[src/rtl/spi_dma_pkg.sv]
package spi_dma_pkg;
  typedef enum logic [1:0] {
    ST_IDLE    = 2'd0,
    ST_FETCH   = 2'd1,
    ST_WAIT    = 2'd2,
    ST_DELIVER = 2'd3
  } dma_state_e;

  localparam logic DIR_TX = 1'b0;
  localparam logic DIR_RX = 1'b1;
endpackage

[src/rtl/dma_addr_ptr.sv]
module dma_addr_ptr #(
  parameter int AW = 32
) (
  input  logic          clk,
  input  logic          rst_n,
  input  logic          arm,
  input  logic [AW-1:0] start_in,
  input  logic [AW-1:0] end_in,
  input  logic          step,
  input  logic          loop_q,
  output logic [AW-1:0] cur,
  output logic          at_last
);
  localparam logic [AW-1:0] ONE = {{(AW-1){1'b0}}, 1'b1};

  logic [AW-1:0] start_q, end_q, cur_q, cur_inc;

  assign cur_inc = cur_q + ONE;
  assign at_last = (cur_inc == end_q);
  assign cur     = cur_q;

  always_ff @(posedge clk or negedge rst_n) begin
    if (!rst_n) begin
      start_q <= '0;
      end_q   <= '0;
      cur_q   <= '0;
    end else if (arm) begin
      start_q <= start_in;
      end_q   <= end_in;
      cur_q   <= start_in;
    end else if (step) begin
      if (at_last && loop_q) cur_q <= start_q;
      else                   cur_q <= cur_inc;
    end
  end
endmodule

[src/rtl/dma_byte_hold.sv]
module dma_byte_hold #(
  parameter int DW = 8
) (
  input  logic          clk,
  input  logic          rst_n,
  input  logic          load,
  input  logic [DW-1:0] din,
  output logic [DW-1:0] dout
);
  always_ff @(posedge clk or negedge rst_n) begin
    if (!rst_n)    dout <= '0;
    else if (load) dout <= din;
  end
endmodule

[src/rtl/dma_seq.sv]
module dma_seq
  import spi_dma_pkg::*;
(
  input  logic clk,
  input  logic rst_n,
  input  logic cfg_enable,
  input  logic cfg_loop,
  input  logic cfg_dir_in,
  input  logic empty_job,
  input  logic at_last,
  input  logic mem_req_ready,
  input  logic mem_rd_valid,
  input  logic fifo_push_ready,
  input  logic fifo_pop_valid,
  output logic arm,
  output logic step,
  output logic capture,
  output logic dir_q,
  output logic loop_q,
  output logic busy,
  output logic end_flag,
  output logic req_valid,
  output logic push_valid,
  output logic pop_ready
);
  dma_state_e state;
  logic       en_q;
  logic       deliver_hs;

  assign busy       = (state != ST_IDLE);
  assign arm        = cfg_enable && !en_q && !busy;

  assign req_valid  = ((state == ST_FETCH)   && (dir_q == DIR_TX)) ||
                      ((state == ST_DELIVER) && (dir_q == DIR_RX));
  assign push_valid = (state == ST_DELIVER) && (dir_q == DIR_TX);
  assign pop_ready  = (state == ST_FETCH)   && (dir_q == DIR_RX);

  assign deliver_hs = (dir_q == DIR_TX) ? fifo_push_ready : mem_req_ready;
  assign step       = (state == ST_DELIVER) && deliver_hs;
  assign capture    = ((state == ST_WAIT) && mem_rd_valid) ||
                      (pop_ready && fifo_pop_valid);

  always_ff @(posedge clk or negedge rst_n) begin
    if (!rst_n) begin
      state    <= ST_IDLE;
      en_q     <= 1'b0;
      dir_q    <= DIR_TX;
      loop_q   <= 1'b0;
      end_flag <= 1'b0;
    end else begin
      en_q <= cfg_enable;
      if (arm) begin
        dir_q    <= cfg_dir_in;
        loop_q   <= cfg_loop;
        end_flag <= empty_job;
        state    <= empty_job ? ST_IDLE : ST_FETCH;
      end else begin
        case (state)
          ST_FETCH: begin
            if (dir_q == DIR_TX) begin
              if (mem_req_ready) state <= ST_WAIT;
            end else if (fifo_pop_valid) begin
              state <= ST_DELIVER;
            end
          end
          ST_WAIT: begin
            if (mem_rd_valid) state <= ST_DELIVER;
          end
          ST_DELIVER: begin
            if (deliver_hs) begin
              if (at_last) end_flag <= 1'b1;
              if ((at_last && !loop_q) || !cfg_enable) state <= ST_IDLE;
              else                                      state <= ST_FETCH;
            end
          end
          default: state <= ST_IDLE;
        endcase
      end
    end
  end
endmodule

[src/rtl/spi_fifo_dma.sv]
module spi_fifo_dma #(
  parameter int AW = 32,
  parameter int DW = 8
) (
  input  logic          clk,
  input  logic          rst_n,
  input  logic          cfg_enable,
  input  logic          cfg_loop,
  input  logic          cfg_dir_in,
  input  logic [AW-1:0] cfg_start_addr,
  input  logic [AW-1:0] cfg_end_addr,
  output logic [AW-1:0] cur_addr,
  output logic          busy,
  output logic          dma_end_flag,
  output logic          mem_req_valid,
  input  logic          mem_req_ready,
  output logic          mem_req_write,
  output logic [AW-1:0] mem_req_addr,
  output logic [DW-1:0] mem_req_wdata,
  input  logic          mem_rd_valid,
  input  logic [DW-1:0] mem_rd_data,
  output logic          fifo_push_valid,
  input  logic          fifo_push_ready,
  output logic [DW-1:0] fifo_push_data,
  input  logic          fifo_pop_valid,
  output logic          fifo_pop_ready,
  input  logic [DW-1:0] fifo_pop_data
);
  logic          arm, step, capture, dir_q, loop_q, at_last, empty_job;
  logic [DW-1:0] cap_data, byte_q;

  assign empty_job = (cfg_start_addr == cfg_end_addr);
  assign cap_data  = dir_q ? fifo_pop_data : mem_rd_data;

  dma_seq u_seq (
    .clk             (clk),
    .rst_n           (rst_n),
    .cfg_enable      (cfg_enable),
    .cfg_loop        (cfg_loop),
    .cfg_dir_in      (cfg_dir_in),
    .empty_job       (empty_job),
    .at_last         (at_last),
    .mem_req_ready   (mem_req_ready),
    .mem_rd_valid    (mem_rd_valid),
    .fifo_push_ready (fifo_push_ready),
    .fifo_pop_valid  (fifo_pop_valid),
    .arm             (arm),
    .step            (step),
    .capture         (capture),
    .dir_q           (dir_q),
    .loop_q          (loop_q),
    .busy            (busy),
    .end_flag        (dma_end_flag),
    .req_valid       (mem_req_valid),
    .push_valid      (fifo_push_valid),
    .pop_ready       (fifo_pop_ready)
  );

  dma_addr_ptr #(.AW(AW)) u_ptr (
    .clk      (clk),
    .rst_n    (rst_n),
    .arm      (arm),
    .start_in (cfg_start_addr),
    .end_in   (cfg_end_addr),
    .step     (step),
    .loop_q   (loop_q),
    .cur      (cur_addr),
    .at_last  (at_last)
  );

  dma_byte_hold #(.DW(DW)) u_hold (
    .clk   (clk),
    .rst_n (rst_n),
    .load  (capture),
    .din   (cap_data),
    .dout  (byte_q)
  );

  assign mem_req_addr   = cur_addr;
  assign mem_req_write  = dir_q;
  assign mem_req_wdata  = byte_q;
  assign fifo_push_data = byte_q;
endmodule

[config.mk]
export PLATFORM = sky130hd
export DESIGN_NAME = spi_fifo_dma
export DESIGN_NICKNAME = d
export VERILOG_FILES = /design/src/rtl/spi_dma_pkg.sv /design/src/rtl/dma_addr_ptr.sv /design/src/rtl/dma_byte_hold.sv /design/src/rtl/dma_seq.sv /design/src/rtl/spi_fifo_dma.sv
export SDC_FILE = /design/constraint.sdc
export NUM_CORES = 1
export LEC_CHECK = 0
export BUFFER_PORTS_ARGS = -buffer_cell sky130_fd_sc_hd__buf_2
export CORE_MARGIN = 3
export CORE_UTILIZATION = 50
export CTS_BUF_LIST = sky130_fd_sc_hd__clkbuf_16
export CTS_CLUSTER_SIZE = 8
export DETAILED_ROUTE_END_ITERATION = 7
export PLACE_DENSITY = 0.75
export SYNTH_ARGS = -nofsm -noshare
export SYNTH_HDL_FRONTEND = slang
export SYNTH_SLANG_ARGS = --single-unit
[constraint.sdc]
create_clock -name clk -period 3.85 [get_ports clk]
set_input_delay 0.5775 -clock clk [delete_from_list [all_inputs] [get_ports clk]]
set_output_delay 0.5775 -clock clk [all_outputs]
set_load 0.1 [all_outputs]
==> reports/results.tsv, run 1 <==
stage	metric	value	unit
clock_network	cts.sinks	110	
die	start_util	52.0	%
synth	synth-main-ff-cell	dfrtp_1	
synth	synth.avg_cell_area	8.62	sq um
cells_and_area	fin_cells	1160	
sta	finalMaxSlewViolations	0	
synth	synth_edf_count	0	
worst_hold_path	hold_class	in -> reg	
job	cap_violations	0	
global_routing	grt_max_degree	81	
synth	ys_seq_elements	110	
synth	synthArstFlopShare	100	%
critical_path	critPathRequiredTime	4.10	ns
global_routing	grt_overflow	0	
clock_network	cts-htree-levels	3	
sta	fmax	271	MHz
clock_network	clock_path_buffers	2	
cells_and_area	nets	1070	
sta	max-slew-margin-rel	30.4	%
global_routing	grt_pass1_vias	6353	
sta	setup_viol_count_final	0	
placement	placed_cells	1143	
cells_and_area	drive_above_1_share	27.0	%
die	die_area	16200	sq um
die	die_x	127	um
synth	ys_types	61	
route	drc	0	
global_routing	grt_first_pass_wirelength	34600	um
placement	gp_congestion	1.04	
global_routing	antenna_found_initial	0	
sta	post-route-period-util	96.0	%
die	core.rowCount	43	
critical_path	end_kind	register	
die	core	14100	sq um
synth	synth_fp_nets	946	
cells_and_area	final_area	8540	sq um
synth	synthMostInstantiatedCell	nand2_1	
critical_path	path_class	reg -> reg	
critical_path	startpoint_type	register	
sta	worst_pin_slew	1.04	ns
critical_path	worstPathMaxFanout	24	
placement	dpl-instance-area	8210	sq um
synth	syn_area	7330	sq um
die	top_level_ports	175	
cells_and_area	diodes	0	
clock_network	cts_tree	done	
sta	fin_skew	0.00840	ns
sta	rsz0062_at_grt	no	
route	avgViaCountPerCell	5.87	
clock_network	clockRootBuffer	clkbuf_16	
sta	finalHoldViolations	0	
synth	synth_area_leader_cell	dfrtp_1	
outcome	status	complete, no violations	
cells_and_area	syn_to_final_growth	16.4	%
sta	period_minus_slack	3.70	ns
clock_network	clk_pin_slew	0.08	ns
synth	yosys_warnings	0	
route	drtPass1Iterations	5	
sta	setup_tns	0	ns
synth	yosysTopAreaCellShare	37.5	%
sta	whs	0.353	ns
critical_path	arrival	3.94	ns
placement	dpl.hpwl	16100	um
clock_network	clock_latency	0.37	ns
placement	port_buffers	174	
route	wl	21900	um
die	die_h	127	um
synth	ys_seq_area_share	37.5	%
synth	synth_common_cells	nand2_1 (227), dfrtp_1 (110), xor2_1 (49)	
route	vias	6814	
global_routing	track_usage	27.0	%
route	dr.first_iter.drc_count	644	
synth	ys_top_cells_by_area	dfrtp_1 (38%), nand2_1 (12%), xor2_1 (5.9%), buf_4 (4.3%), xnor2_1 (4.3%)	
route	ant_nets	0	
clock_network	cts_buffers	9	
synth	synth_cells	851	
route	wl_per_cell	18.9	um
routing by layer:
layer  wire length (um)  vias to the layer above  track usage, %
met5                  0                        -               0
met4                543                        0            9.09
met3               1960                       37            5.43
met2               9620                      361            40.4
met1               9810                     3241            39.4
li1                   -                     3175               -
cell families (layout without fill, tap and decap cells):
family,after synthesis,after routing,share of synthesized area [%]
adder cells (fa/ha/maj),6,6,1.02
XOR/XNOR,93,93,12.6
AND/OR/NAND/NOR,406,406,27.3
flip-flops,110,110,37.5
AO/OA/AOI/OAI,113,113,11.3
multiplexers,15,15,2.10
buffers and inverters,108,237,8.19
worst paths after layout:
| path | slack [ns] | to | cells past startpoint | startpoint |
|---|---|---|---|---|
| worst max-delay path | 0.15 | u_ptr.cur[14] | 10 | u_ptr.cur[10] |
| worst min-delay path | 0.35 | u_seq.en_q | 1 | cfg_enable |
| worst max register to register | 0.15 | u_ptr.cur[14] | 10 | u_ptr.cur[10] |
| worst min register to register | 0.47 | u_ptr.start_q[20] | 2 | u_ptr.start_q[20] |
| max in group asynchronous | 2.56 | u_ptr.cur[17] | 2 | rst_n |
| min in group asynchronous | 0.40 | u_ptr.end_q[0] | 1 | rst_n |
critical path, stage by stage, from the launching register on:
cell	delay (ns)
dfrtp_2	0.44
nand4_1	0.26
or4_1	0.76
buf_4	0.23
nor3_1	0.34
xnor3_1	0.24
o2111ai_1	0.26
nor4_4	0.37
buf_4	0.35
a211oi_1	0.11
nand3b_1	0.19
state kept, by name, indices dropped and copies added (netlist names), 2 cells and up:
| name | cells |
|---|---|
| u_ptr.cur | 32 |
| u_ptr.end_q | 32 |
| u_ptr.start_q | 32 |
| u_hold.dout | 8 |
| u_seq.state | 2 |
repair_timing:
| action | CTS | global route |
|---|---|---|
| resized for setup | 0 | 2 |
| endpoints found under the hold margin | 0 | 0 |
| endpoints found under the setup margin | 0 | 11 |
| setup buffers | 0 | 1 |
| hold buffers | 0 | 0 |
layout by cell type, fill, tap and decap left out, types with 9 or more instances in the layout:
cell type | Yosys | final
nor4_1 | 18 | 17
a22oi_1 | 26 | 26
a21oi_1 | 9 | 9
nand3_1 | 20 | 20
buf_4 | 42 | 40
nand3b_1 | 23 | 23
clkbuf_16 | 0 | 9
o21ai_0 | 14 | 14
nand4_1 | 39 | 39
mux2i_1 | 12 | 12
nand2_1 | 227 | 227
nand2b_1 | 9 | 9
nor2_1 | 16 | 14
xnor2_1 | 36 | 36
buf_2 | 12 | 173
dfrtp_1 | 110 | 94
dfrtp_2 | 0 | 15
a211oi_1 | 22 | 22
xor2_1 | 49 | 49
per-stage QoR:
| step | util [%] | worst slack [ns] |
|---|---|---|
| 2_1_floorplan | - | 0.00112 |
| 3_3_place_gp | 58.2 | 0.195 |
| 3_5_place_dp | 58.2 | 0.0975 |
| 4_1_cts | 60.4 | 0.0712 |
| 5_1_grt | 60.6 | 0.00962 |
| 6_report | 60.6 | 0.154 |
area by class of cell:
class / count / area, sq um
clock inverters: 7 / 81.3
clock buffers: 9 / 225
well taps: 180 / 225
repair buffers: 214 / 1190
fillers: 1263 / 5560
multi-input cells: 633 / 4020
flip-flops and latches: 110 / 2780
inverters: 7 / 26.3
Power of run 1 is left out: the tool's default activity adds up to more than one toggle a clock period on the data nets, which glitch-free logic cannot reach.
==> inputs of run 2 (changes only) <==
CTS_BUF_LIST = sky130_fd_sc_hd__clkbuf_2 sky130_fd_sc_hd__clkbuf_4 sky130_fd_sc_hd__clkbuf_8   (was sky130_fd_sc_hd__clkbuf_16)
==> reports/results.tsv, run 2 (synthesis results as in run 1) <==
stage	metric	value	unit	change
critical_path	worstPathMaxFanout	9		was 24
critical_path	critPathRequiredTime	4.12	ns	was 4.10 ns
sta	setup_slack	0.133	ns	was 0.154 ns
sta	period_minus_slack	3.72	ns	was 3.70 ns
route	ant_nets	0		unchanged
sta	finalMaxSlewViolations	0		unchanged
clock_network	clockRootBuffer	clkbuf_8		was clkbuf_16
placement	dpl.hpwl	16100	um	unchanged
cells_and_area	drive_above_1_share	27.0	%	unchanged
route	dr.first_iter.drc_count	687		was 644
clock_network	cts_buffers	9		unchanged
worst_hold_path	hold_depth	1		unchanged
critical_path	reg2regPathDepth	10		unchanged
route	vias	6780		was 6,814
die	start_util	52.0	%	unchanged
cells_and_area	diodes	0		unchanged
clock_network	cts_hold_buf	0		unchanged
cells_and_area	fillers	1281		was 1,263
job	cap_violations	0		unchanged
critical_path	path_class	reg -> reg		unchanged
global_routing	grt_overflow	0		unchanged
clock_network	clk_pin_slew	0.10	ns	was 0.08 ns
sta	max-slew-margin-rel	29.6	%	was 30.4%
cells_and_area	mostFrequentLayoutCells	nand2_1 (227), buf_2 (173), dfrtp_1 (94), xor2_1 (49), buf_4 (40)		unchanged
die	core	14100	sq um	unchanged
die	die_area	16200	sq um	unchanged
route	drtPass1Iterations	5		unchanged
clock_network	clock_path_buffers	2		unchanged
route	avgViaCountPerCell	5.84		was 5.87
critical_path	startpoint_type	register		unchanged
die	core.rowCount	43		unchanged
global_routing	track_usage	26.9	%	was 27.0%
clock_network	cts.sinks	110		unchanged
sta	fmax	269	MHz	was 271 MHz
placement	place_ws	0.0975	ns	unchanged
sta	finalHoldViolations	0		unchanged
route	wl_per_cell	18.8	um	was 18.9 um
die	top_level_ports	175		unchanged
global_routing	antenna_found_initial	0		unchanged
clock_network	clock_latency	0.40	ns	was 0.37 ns
global_routing	grt_pass1_vias	6327		was 6,353
sta	post-route-period-util	96.5	%	was 96.0%
die	die_h	127	um	unchanged
critical_path	arrival	3.99	ns	was 3.94 ns
global_routing	grt_max_degree	81		unchanged
sta	setup_viol_count_final	0		unchanged
worst_hold_path	hold_class	in -> reg		unchanged
outcome	status	complete, no violations		unchanged
critical_path	rrSetupSlack	0.13	ns	was 0.15 ns
cells_and_area	syn_to_final_growth	15.0	%	was 16.4%
clock_network	cts_tree	done		unchanged
die	die_x	127	um	unchanged
route	wl	21800	um	was 21,900 um
cells_and_area	regArea	2780	sq um	unchanged
cells_and_area	multi_input_area	4020	sq um	unchanged
placement	gp_congestion	1.04		unchanged
global_routing	grt_first_pass_wirelength	34400	um	was 34,600 um
placement	port_buffers	174		unchanged
critical_path	end_kind	register		unchanged
cells_and_area	layout_commonest_cell	nand2_1		unchanged
cells_and_area	nets	1070		unchanged
route	drc	0		unchanged
sta	fin_skew	0.0114	ns	was 0.00840 ns
clock_network	cts-htree-levels	3		unchanged
sta	worst_pin_slew	1.06	ns	was 1.04 ns
## run 2: cell counts in the layout (fill, tap and decap cells not counted)
No cell type changed its count.
## run 2: final timing paths
path                                         from                 to
worst max-delay path                 u_ptr.cur[1]       u_ptr.cur[1]
worst min-delay path                   cfg_enable         u_seq.en_q
worst max register to register       u_ptr.cur[1]       u_ptr.cur[1]
worst min register to register  u_ptr.start_q[20]  u_ptr.start_q[20]
max in group asynchronous                   rst_n      u_ptr.cur[18]
min in group asynchronous                   rst_n     u_ptr.end_q[0]
## run 2: final cells by class
type	count	share of cell area, %
tap	180	2.67
multi-input combinational	633	47.6
sequential	110	32.9
inverter	7	0.312
clock inverter	7	0.964
clock buffer	9	1.47
timing repair buffer	214	14.1
## run 2: worst max-delay path, cell delays in order (launching register included)
cell	delay [ns]
dfrtp_4	0.47
ha_1	0.25
nand3_4	0.14
or4_1	0.61
or4_4	0.59
a211o_1	0.34
a2111oi_4	0.33
nand4_2	0.14
buf_4	0.21
o311ai_0	0.37
o211ai_1	0.14
## run 2: what timing repair did
action | in CTS | in global routing
gates resized for setup | 0 | 2
endpoints found under the setup margin | 0 | 11
setup buffers | 0 | 1
## run 2: routing by layer
layer / GRT usage, % / vias up / routed length (um)
met5: 0 / - / 0
met3: 4.77 / 41 / 1780
met2: 40.4 / 336 / 9570
met4: 9.21 / 0 / 599
met1: 39.3 / 3225 / 9870
li1: - / 3178 / -
## run 2: stage by stage
| stage | hold slack, ns | TNS (ns) | cells | utilization [%] | instance area, sq um |
|---|---|---|---|---|---|
| global route | 0.291 | -0.0128 | 1160 | 59.8 | 8430 |
| floorplan | 0.282 | 0 | 851 | - | 7360 |
| detailed placement | 0.454 | 0 | 1143 | 58.2 | 8210 |
| global placement | 0.451 | 0 | 1143 | 58.2 | 8210 |
| finish | 0.315 | 0 | 1160 | 59.8 | 8430 |
| CTS | 0.289 | 0 | 1159 | 59.7 | 8420 |
Power of run 2 is left out for the same reason.
